[src/rtl/pec_pkg.sv]
package pec_pkg;

    localparam int LANES     = 8;
    localparam int LANE_W    = 4;
    localparam int FAMILIES  = 4;
    localparam int FAM_IDX_W = 2;
    localparam int FILT_LO   = 4;

    localparam logic [7:0] CODE_SNOOP = 8'h22;
    localparam logic [7:0] CODE_LOOK  = 8'h34;
    localparam logic [7:0] CODE_OCC   = 8'h80;
    localparam logic [7:0] CODE_REQ   = 8'h81;

    typedef struct packed {
        logic       en;
        logic       inv;
        logic       edge_en;
        logic [7:0] thr;
        logic [7:0] umask;
        logic [7:0] code;
    } pec_cfg_t;

    typedef struct packed {
        logic                 hit;
        logic                 filt;
        logic [FAM_IDX_W-1:0] idx;
    } fam_dec_t;

    function automatic fam_dec_t fam_decode(input logic [7:0] code);
        fam_dec_t d;
        d = '0;
        case (code)
            CODE_SNOOP: begin d.hit = 1'b1; d.idx = 2'd0; end
            CODE_LOOK:  begin d.hit = 1'b1; d.idx = 2'd1; d.filt = 1'b1; end
            CODE_OCC:   begin d.hit = 1'b1; d.idx = 2'd2; end
            CODE_REQ:   begin d.hit = 1'b1; d.idx = 2'd3; end
            default:    d = '0;
        endcase
        return d;
    endfunction

    function automatic logic mask_legal(input logic [7:0] code, input logic [7:0] umask);
        fam_dec_t d;
        d = fam_decode(code);
        return !(d.filt && (|umask[7:FILT_LO]) && !(|umask[FILT_LO-1:0]));
    endfunction

endpackage

[src/rtl/pec_evt_sel.sv]
module pec_evt_sel
    import pec_pkg::*;
#(
    parameter int NFAM  = FAMILIES,
    parameter int NLANE = LANES,
    parameter int LW    = LANE_W,
    parameter int EW    = LANE_W + $clog2(LANES)
) (
    input  logic [NFAM*NLANE*LW-1:0] evt_i,
    input  logic [7:0]               code,
    input  logic [NLANE-1:0]         umask,
    output logic [EW-1:0]            cnt_o
);

    logic [LW-1:0] lane [NFAM][NLANE];

    for (genvar g = 0; g < NFAM; g++) begin : g_fam
        for (genvar l = 0; l < NLANE; l++) begin : g_lane
            assign lane[g][l] = evt_i[(g*NLANE+l)*LW +: LW];
        end
    end

    fam_dec_t      dec;
    logic          filt_req;
    logic          filt_seen;
    logic [EW-1:0] sum;

    always_comb begin
        dec       = fam_decode(code);
        sum       = '0;
        filt_seen = 1'b0;
        filt_req  = dec.filt && (|umask[NLANE-1:FILT_LO]);
        if (dec.hit) begin
            for (int l = 0; l < NLANE; l++) begin
                if (umask[l]) begin
                    if (dec.filt && l >= FILT_LO) begin
                        if (|lane[dec.idx][l]) filt_seen = 1'b1;
                    end else begin
                        sum = sum + EW'(lane[dec.idx][l]);
                    end
                end
            end
            if (filt_req && !filt_seen) sum = '0;
        end
        cnt_o = sum;
    end

endmodule

[src/rtl/pec_qual.sv]
module pec_qual #(
    parameter int EW = 7,
    parameter int TW = 8
) (
    input  logic          clk,
    input  logic          rst,
    input  logic          run,
    input  logic          clr,
    input  logic          edge_en,
    input  logic          inv,
    input  logic [TW-1:0] thr,
    input  logic [EW-1:0] cnt_i,
    output logic [EW-1:0] inc_o
);

    localparam int CMPW = (EW > TW) ? EW : TW;

    logic [CMPW-1:0] cnt_x, thr_x;
    logic            thr_on, cond, prev_q;

    assign cnt_x  = CMPW'(cnt_i);
    assign thr_x  = CMPW'(thr);
    assign thr_on = |thr;

    always_comb begin
        if (thr_on) cond = inv ? (cnt_x < thr_x) : (cnt_x >= thr_x);
        else        cond = |cnt_i;
    end

    always_comb begin
        if (!run)         inc_o = '0;
        else if (edge_en) inc_o = EW'(cond && !prev_q);
        else if (thr_on)  inc_o = EW'(cond);
        else              inc_o = cnt_i;
    end

    always_ff @(posedge clk) begin
        if (rst || clr || !run) prev_q <= 1'b0;
        else                    prev_q <= cond;
    end


    thr_unit_chk: assert property (@(posedge clk) disable iff (rst)
        (run && thr_on) |-> (inc_o <= EW'(1)));


    edge_once_chk: assert property (@(posedge clk) disable iff (rst)
        (run && edge_en && inc_o != '0 && !clr) |=> (inc_o == '0));


    edge_fresh_chk: assert property (@(posedge clk) disable iff (rst)
        (clr || !run) |=> !prev_q);

endmodule

[src/rtl/pec_accum.sv]
module pec_accum #(
    parameter int CW = 48,
    parameter int EW = 7
) (
    input  logic          clk,
    input  logic          rst,
    input  logic          load,
    input  logic [CW-1:0] load_val,
    input  logic [EW-1:0] inc_i,
    output logic [CW-1:0] cnt_o
);

    logic [CW-1:0] cnt_q;

    always_ff @(posedge clk) begin
        if (rst)       cnt_q <= '0;
        else if (load) cnt_q <= load_val;
        else           cnt_q <= cnt_q + CW'(inc_i);
    end

    assign cnt_o = cnt_q;


    load_prio_chk: assert property (@(posedge clk) disable iff (rst)
        load |=> (cnt_q == $past(load_val)));


    wrap_zero_chk: assert property (@(posedge clk) disable iff (rst)
        (!load && (&cnt_q) && inc_i == EW'(1)) |=> (cnt_q == '0));

endmodule

[src/rtl/pec_counter.sv]
module pec_counter
    import pec_pkg::*;
#(
    parameter int CW    = 48,
    parameter int NFAM  = FAMILIES,
    parameter int NLANE = LANES,
    parameter int LW    = LANE_W
) (
    input  logic                     clk,
    input  logic                     rst,
    input  logic [NFAM*NLANE*LW-1:0] evt_i,
    input  logic                     wr_en,
    input  logic                     wr_sel,
    input  logic [CW-1:0]            wr_data,
    output logic [CW-1:0]            cnt_o,
    output logic                     cfg_err_o
);

    localparam int EW   = LW + $clog2(NLANE);
    localparam int CFGW = $bits(pec_cfg_t);

    pec_cfg_t      cfg_q, cfg_new;
    logic          err_q, run, cfg_wr, cnt_wr, new_legal;
    logic [EW-1:0] ev_cnt, inc;

    assign cfg_wr    = wr_en && !wr_sel;
    assign cnt_wr    = wr_en && wr_sel;
    assign cfg_new   = pec_cfg_t'(wr_data[CFGW-1:0]);
    assign new_legal = mask_legal(cfg_new.code, cfg_new.umask);
    assign run       = cfg_q.en && !err_q;

    always_ff @(posedge clk) begin
        if (rst) begin
            cfg_q <= '0;
            err_q <= 1'b0;
        end else if (cfg_wr) begin
            cfg_q <= cfg_new;
            err_q <= !new_legal;
        end
    end

    pec_evt_sel #(.NFAM(NFAM), .NLANE(NLANE), .LW(LW), .EW(EW)) u_sel (
        .evt_i (evt_i),
        .code  (cfg_q.code),
        .umask (cfg_q.umask),
        .cnt_o (ev_cnt)
    );

    pec_qual #(.EW(EW), .TW(8)) u_qual (
        .clk     (clk),
        .rst     (rst),
        .run     (run),
        .clr     (cfg_wr),
        .edge_en (cfg_q.edge_en),
        .inv     (cfg_q.inv),
        .thr     (cfg_q.thr),
        .cnt_i   (ev_cnt),
        .inc_o   (inc)
    );

    pec_accum #(.CW(CW), .EW(EW)) u_acc (
        .clk      (clk),
        .rst      (rst),
        .load     (cnt_wr),
        .load_val (wr_data),
        .inc_i    (inc),
        .cnt_o    (cnt_o)
    );

    assign cfg_err_o = err_q;


    err_sticky_chk: assert property (@(posedge clk) disable iff (rst)
        (err_q && !(cfg_wr && new_legal)) |=> err_q);


    err_hold_chk: assert property (@(posedge clk) disable iff (rst)
        (err_q && !cnt_wr) |=> $stable(cnt_o));


    idle_hold_chk: assert property (@(posedge clk) disable iff (rst)
        (!cfg_q.en && !cnt_wr) |=> $stable(cnt_o));

endmodule

[config.mk]
export PLATFORM = sky130hd
export DESIGN_NAME = pec_counter
export DESIGN_NICKNAME = d
export VERILOG_FILES = /design/src/rtl/pec_pkg.sv /design/src/rtl/pec_evt_sel.sv /design/src/rtl/pec_qual.sv /design/src/rtl/pec_accum.sv /design/src/rtl/pec_counter.sv
export SDC_FILE = /design/constraint.sdc
export NUM_CORES = 1
export LEC_CHECK = 0
export BUFFER_PORTS_ARGS = -buffer_cell sky130_fd_sc_hd__buf_2
export CAP_MARGIN = 20
export CELL_PAD_IN_SITES_DETAIL_PLACEMENT = 0
export CELL_PAD_IN_SITES_GLOBAL_PLACEMENT = 1
export CORE_UTILIZATION = 30
export CTS_BUF_LIST = sky130_fd_sc_hd__clkbuf_4 sky130_fd_sc_hd__clkbuf_8
export DETAILED_ROUTE_END_ITERATION = 16
export PLACE_DENSITY = 0.73
export SETUP_SLACK_MARGIN = 0.3
export SKIP_CTS_REPAIR_TIMING = 1
export SYNTH_ARGS = -nofsm -noshare
export SYNTH_HDL_FRONTEND = slang
export SYNTH_SLANG_ARGS = --single-unit
export TNS_END_PERCENT = 50
[constraint.sdc]
create_clock -name clk -period 12.7 [get_ports clk]
set_input_delay 1.27 -clock clk [delete_from_list [all_inputs] [get_ports clk]]
set_output_delay 1.27 -clock clk [all_outputs]
set_load 0.03 [all_outputs]
After elaboration in Yosys (flattened, before gate mapping) --
Cells that the tools add are included.
Storage, ports and cells: bits in registers 77, input port bits 180, output and inout bits 49, word-level logic and storage cells 99
Operators by class: reductions and logical operators 26, bitwise gates (word level) 1, multiplexer cells 47, $add $sub $neg 8, magnitude comparators 3, equal/unequal tests 5
Operators by type and width (count):
- two-way mux 7 bit | 23
- binary-select mux 32 bit (select 2 bit) | 1
- two-way mux 32 bit | 2
- adder 7 x 4 -> 7 bit | 7
- adder 48 x 7 -> 48 bit | 1
- two-way mux 48 bit | 1
- OR reduction 4 bit | 8
- == test 8 x 6 -> 1 bit (second input constant) | 3
- two-way mux 1 bit | 18
- == test 8 bit (second input constant) | 2
- >= comparator 7 x 8 -> 1 bit | 1
- logical AND 1 bit | 8
- less-than comparator 7 x 8 -> 1 bit | 1
- OR reduction 8 bit | 1
- OR reduction 7 bit | 1
- logical NOT 1 bit | 6
- one-hot mux 2 bit (3 select lines) | 1
- two-way mux 4 bit | 1
- >= comparator 3 bit (second input constant) | 1
- inverter 2 -> 3 bit | 1
- logical OR 1 bit | 2

Longest topological paths before layout --
depth after elaboration 42, gate-level depth with buffers 66, gate-level depth less buffers 62

Hierarchy --
Synthesis repeated with hierarchy kept, for this count alone.
Second synthesis, totals: cell total of the unflattened synthesis 1009, area total of the unflattened synthesis 7579.8 sq um
Modules (own cells, without submodules):
- pec_evt_sel | seq. area each 0.0 sq um, cells an instance 445, times used 1, area each 3099.2 sq um
- pec_accum | seq. area each 960.9 sq um, cells an instance 387, times used 1, area each 3083.0 sq um
- pec_counter | seq. area each 560.5 sq um, cells an instance 130, times used 1, area each 1049.8 sq um
- pec_qual | seq. area each 20.0 sq um, cells an instance 47, times used 1, area each 347.8 sq um

Worst setup path before layout --
Ideal clock, no wire load.
kind register -> register, start register cfg_q[0] (netlist bit), end register u_acc.cnt_q[39], in the netlist u_acc.cnt_o[39], stages on the path, launching flop included 58, setup time 0.086 ns, path buffers 4, data required time 12.614 ns, data arrival time 11.522 ns, path slack 1.092 ns, clock period less this slack 11.608 ns, cell sequence dfxtp_1 nor4_4 nand2_1 clkbuf_1 buf_2 clkbuf_1 nand2_1 clkbuf_1 nand2_1 and3_1 a31oi_1 fa_1 nand2_1 o21ai_0 fa_1 mux2_2 inv_1 fa_1 [... 22 more ...] ha_1 and4_1 nand4_1 a31oi_1 nor2_1 mux2_2 nor3_1 ha_1 a21o_1 a21oi_1 o21bai_1 a21oi_1 o21bai_1 a21oi_1 nor4_2 nand4_1 xor2_1 a211oi_1
Between the ends: longest elaborated chain between the ends 42, elaborated cells on any way between the ends 71, classes of those cells add/sub (8); order compare (2); eq/ne (4); mux (46); bitwise (1); reduce/logical (10)
RTL lines:
- from (decl) | RTL line pec_counter.sv:22 | pec_cfg_t cfg_q, cfg_new;
- from (signal assigned) | RTL line pec_counter.sv:37 | cfg_q <= cfg_new;
- == test 8 bit or == test 8 x 6 -> 1 bit (tied branches) | RTL line pec_pkg.sv:32 | case (code)
- one-hot mux 2 bit (3 select lines) | RTL line pec_pkg.sv:32
- inverter 2 -> 3 bit (not written as such) | RTL line pec_evt_sel.sv:37, pec_evt_sel.sv:39
- binary-select mux 32 bit (select 2 bit) | RTL line pec_evt_sel.sv:37, pec_evt_sel.sv:39
- two-way mux 32 bit (not written as such) | RTL line pec_evt_sel.sv:37, pec_evt_sel.sv:39
- two-way mux 32 bit (not written as such) | RTL line pec_evt_sel.sv:39 | sum = sum + EW'(lane[dec.idx][l]);
- two-way mux 4 bit | RTL line pec_evt_sel.sv:35 | if (umask[l]) begin
- two-way mux 7 bit | RTL line pec_evt_sel.sv:33 | if (dec.hit) begin
- [... 25 more ...]
- two-way mux 7 bit (*) | RTL line pec_evt_sel.sv:33
- >= comparator 7 x 8 -> 1 bit or less-than comparator 7 x 8 -> 1 bit (tied branches) | RTL line pec_qual.sv:26 | if (thr_on) cond = inv ? (cnt_x < thr_x) : (cnt_x >= thr_x);
- two-way mux 1 bit (2 in a row) | RTL line pec_qual.sv:26
- two-way mux 7 bit or logical AND 1 bit (tied branches) | RTL line pec_qual.sv:33, pec_qual.sv:32
- two-way mux 7 bit (*) | RTL line pec_qual.sv:32 | else if (edge_en) inc_o = EW'(cond && !prev_q);
- two-way mux 7 bit (*) | RTL line pec_qual.sv:31 | if (!run) inc_o = '0;
- adder 48 x 7 -> 48 bit (*) | RTL line pec_accum.sv:18 | else cnt_q <= cnt_q + CW'(inc_i);
- two-way mux 48 bit (*) | RTL line pec_accum.sv:17 | else if (load) cnt_q <= load_val;
- to (signal assigned) | RTL line pec_accum.sv:17
- to (signal assigned) | RTL line pec_accum.sv:18
- to (decl) | RTL line pec_accum.sv:13 | logic [CW-1:0] cnt_q;
Every way passes the cells marked *; elsewhere a longest branch is shown, timed or not. The select of a mux whose other input is x is not followed. A chain may end at the register's enable or synchronous reset.

Worst setup path in the final report --
start input evt_i[96], end register u_acc.cnt_q[45], in the netlist u_acc.cnt_o[45]
Between the ends: longest elaborated chain between the ends 39, elaborated cells on any way between the ends 42, classes of those cells add/sub (8); order compare (2); mux (30); reduce/logical (2)
RTL lines:
- from (decl) | RTL line pec_counter.sv:11 | input logic [NFAM*NLANE*LW-1:0] evt_i,
- binary-select mux 32 bit (select 2 bit) (*) | RTL line pec_evt_sel.sv:39
- two-way mux 32 bit (*) (2 in a row)
- two-way mux 4 bit (*) | RTL line pec_evt_sel.sv:35
- two-way mux 7 bit (*) | RTL line pec_evt_sel.sv:33
- adder 7 x 4 -> 7 bit | RTL line pec_evt_sel.sv:39
- two-way mux 7 bit (*) | RTL line pec_evt_sel.sv:35
- two-way mux 7 bit (*) | RTL line pec_evt_sel.sv:33
- adder 7 x 4 -> 7 bit | RTL line pec_evt_sel.sv:39
- [... 21 more ...]
- two-way mux 7 bit (*) | RTL line pec_evt_sel.sv:33
- >= comparator 7 x 8 -> 1 bit or less-than comparator 7 x 8 -> 1 bit (tied branches) | RTL line pec_qual.sv:26
- two-way mux 1 bit (2 in a row) | RTL line pec_qual.sv:26
- two-way mux 7 bit or logical AND 1 bit (tied branches) | RTL line pec_qual.sv:33, pec_qual.sv:32
- two-way mux 7 bit (*) | RTL line pec_qual.sv:32
- two-way mux 7 bit (*) | RTL line pec_qual.sv:31
- adder 48 x 7 -> 48 bit (*) | RTL line pec_accum.sv:18
- two-way mux 48 bit (*) | RTL line pec_accum.sv:17
Marked as above.

==> impl_results.md <==
* Drt first-iter violations at 341
* Clock slew at reported path FFs at around 80 ps
* Initial Util at roughly 31%
* Post-synth top area cell: dfxtp_1
* Critical path class: primary input to flop
* Power Dens Cells at 83.6 nW/um^2
* Total CTS buffers at 9
* Fraction of registers with async set or reset after synthesis at 0%
* Routed Wire Length at ~24 mm
* Share of the synthesized area in the top cell type at 22.3%
* Slowest-stage cell, CP: fa_1
* Row count at 55
* Grt ovf at 0
* Unrepaired setup endpoints after global routing: false
* Fin area at 8660 um^2
* Status: completed
* CTS tree: yes
* Clk Tree Root Cell: clkbuf_8
* Count of cell types in the netlist at 65
* Average size of a mapped cell at 7.22 um^2
* Die area at 23600 um^2
* Vias/cell at 5.17
* DR vias at 7524
* Critical Path Start Type: primary input
* Post-Syn Instances at 956
* Initial antenna violation count at 0
* Detailed Place HPWL at 19.0 mm
* Worst r2r path cells at 55
* Max-Cap Viols at 0
* Post-DRT Antenna Nets at 0
* CP arrival at 11840 ps
* Post-Syn Area at 6900 um^2
* Clock sink count at 77
* Final Hold Viols at 0
* Worst Hold Depth at 2
* Part of the cycle the worst path needs at 91.0%
* Antenna Cells at 0
* Syn. warnings at 0
* Fraction of layout cells with a size suffix above 1 at 25.1%
* Htree depth at 3
* Final net count at roughly 1400
* Port Buffers at between 200 and 250
* Total GRT Usage at roughly 20%
* Seq/Total Area, Yosys at 22.3%
* Area growth from synthesis to layout at 25.5%
* CP Capture Type: flop
* FMAX at 86.5 MHz
* Measured slew at the worst slew-check pin at approximately 870 ps
* Max rail drop VDD at 0.0614 mV
* First-pass GRT wire length at 37.8 mm
* Top post-synthesis cells by area: dfxtp_1, nand2_1, ha_1, a21oi_1, nor2_1
* Clk Latency, worst-skew pair at 360 ps
* Clock Skews at 11.9 ps
* Vias in the first global route at roughly 7300
* Top FF cell, synth: dfxtp_1
* Syn_nets at 1185
* Leak at 0.00393 uW
* Die Ht at 154 um
* Max FO, Critical Path at 7
* Synth Register Bits at 77
* Top Ports at 229
* Final setup fails at 0
* Chip width at 154 um
* Pre-Repair DR Iteration Count at 5
* Critical Path Max Stage Delay at around 600 ps
* Clock buffer depth at 2
* Largest net degree at the start of global routing at 79
* Max-slew violation count at 0
* Worst EP required at 12980 ps
* Dpl cell area at 8300 um^2
* Final GP Congestion at roughly 0.9
* Post-synth EDFFs at 0
* Slew Limit Headroom at between 40% and 50%
* Final min period at 11560 ps
* Placeable Area at 22600 um^2
* Hold Crit Class: flop to flop
* DRC at 0
* Setup TNS at 0 ps
* Wire per inst at 16.5 um
==> synth_stat cells (all sizes together) (22+ instances only) <==
cell    number
nand2      148
nor3        22
nor2        85
clkbuf      34
xor2        30
dfxtp       77
inv         45
nand3       30
xnor2       32
ha          41
a211oi      41
a21oi       78
o21ai       43
==> cell usage in the layout, fill, tap and decap left out, types with 4 or more instances in the layout <==
cell type / count
nor2_1: 83
a21oi_2: 4
o21a_1: 15
nand2b_1: 9
and3_1: 16
nor2b_1: 14
a311oi_1: 4
xnor2_1: 31
nand4_1: 16
clkbuf_8: 9
nor4_1: 5
o22ai_1: 16
dfxtp_1: 76
fa_1: 8
nor3_1: 22
o21ai_0: 35
a211o_1: 7
o21bai_1: 4
o21ai_1: 7
o221ai_1: 5
buf_2: 228
a211oi_1: 41
ha_1: 41
and2_1: 9
nand3_1: 30
nand2_1: 145
a21o_1: 13
xor2_1: 30
buf_4: 16
mux2i_1: 14
or3_1: 9
and4_1: 5
inv_1: 44
a21oi_1: 73
a31oi_1: 17
==> registers in the layout, summed over array words and instances (netlist names) <==
signal and count:
u_qual.prev_q 1, cfg_q 27, u_acc.cnt_o 48, cfg_err_o 1
==> critical path: cells and delay by family <==
kind / cells / cell delay (ps)
fa+ha+maj: 10 / 3770
compound gates: 21 / 3200
simple gates: 14 / 1960
buf+inv: 4 / 560
mux: 2 / 560
xor+xnor: 3 / 500
==> power breakdown <==
group / switching (uW) / internal (uW) / total [uW] / leakage, uW
logic: 142 / 106 / 248 / 0.00320
registers: 17.3 / 255 / 272 / 0.000633
clock network: 95.7 / 108 / 204 / 0.0000972
total: 255 / 469 / 724 / 0.00393
==> area by class of cell <==
cell class                      count  area, um^2
Sequential cell                    77        1540
Inverter                           45         169
Clock inverter                      4        76.3
Multi-Input combinational cell    786        5080
Fill cell                        2434       13900
Tap cell                          285         357
Timing Repair Buffer              248        1310
Clock buffer                        9         124
==> metal layers <==
layer / track usage, % / vias to the layer above / routed length [um] / part of all wire [%]
li1: - / 3835 / - / -
met1: 25.4 / 3416 / 10900 / 45
met2: 34.5 / 263 / 11400 / 47
met3: 4.26 / 10 / 1640 / 6.8
met4: 3.00 / 0 / 127 / 0.53
met5: 0 / - / 0 / 0
==> metrics by stage <==
stage / utilization (%) / setup slack [ps] / hold WS, ps / cells / total power (uW)
after global routing: 38.4 / 280 / 490 / 1454 / 765
after detailed placement: 36.8 / 243 / 450 / 1434 / 520
after global placement: 36.8 / 455 / 447 / 1434 / 518
after floorplan: - / 1090 / 437 / 956 / 437
after CTS: 37.6 / 328 / 469 / 1447 / 722
final: 38.4 / 1140 / 466 / 1454 / 724
==> final timing paths <==
check / startpoint / end / slack [ps]
worst max-delay path: evt_i[96] / u_acc.cnt_o[45]$_SDFF_PP0_ / 1140
worst min-delay path: cfg_q[26]$_SDFFE_PP0P_ / cfg_q[26]$_SDFFE_PP0P_ / 470
worst max register to register: cfg_q[6]$_SDFFE_PP0P_ / u_acc.cnt_o[45]$_SDFF_PP0_ / 1190
worst min register to register: cfg_q[26]$_SDFFE_PP0P_ / cfg_q[26]$_SDFFE_PP0P_ / 470
==> cells by family after synthesis <==
family / count (synthesis) / synth area share, %
compound gates: 267 / 24.9
buf+inv: 93 / 5.42
xor+xnor: 62 / 7.98
fa+ha+maj: 49 / 9.75
flops: 77 / 22.3
simple gates: 391 / 27.2
mux: 17 / 2.50
Note: power is estimated with default switching activity, not from simulation.
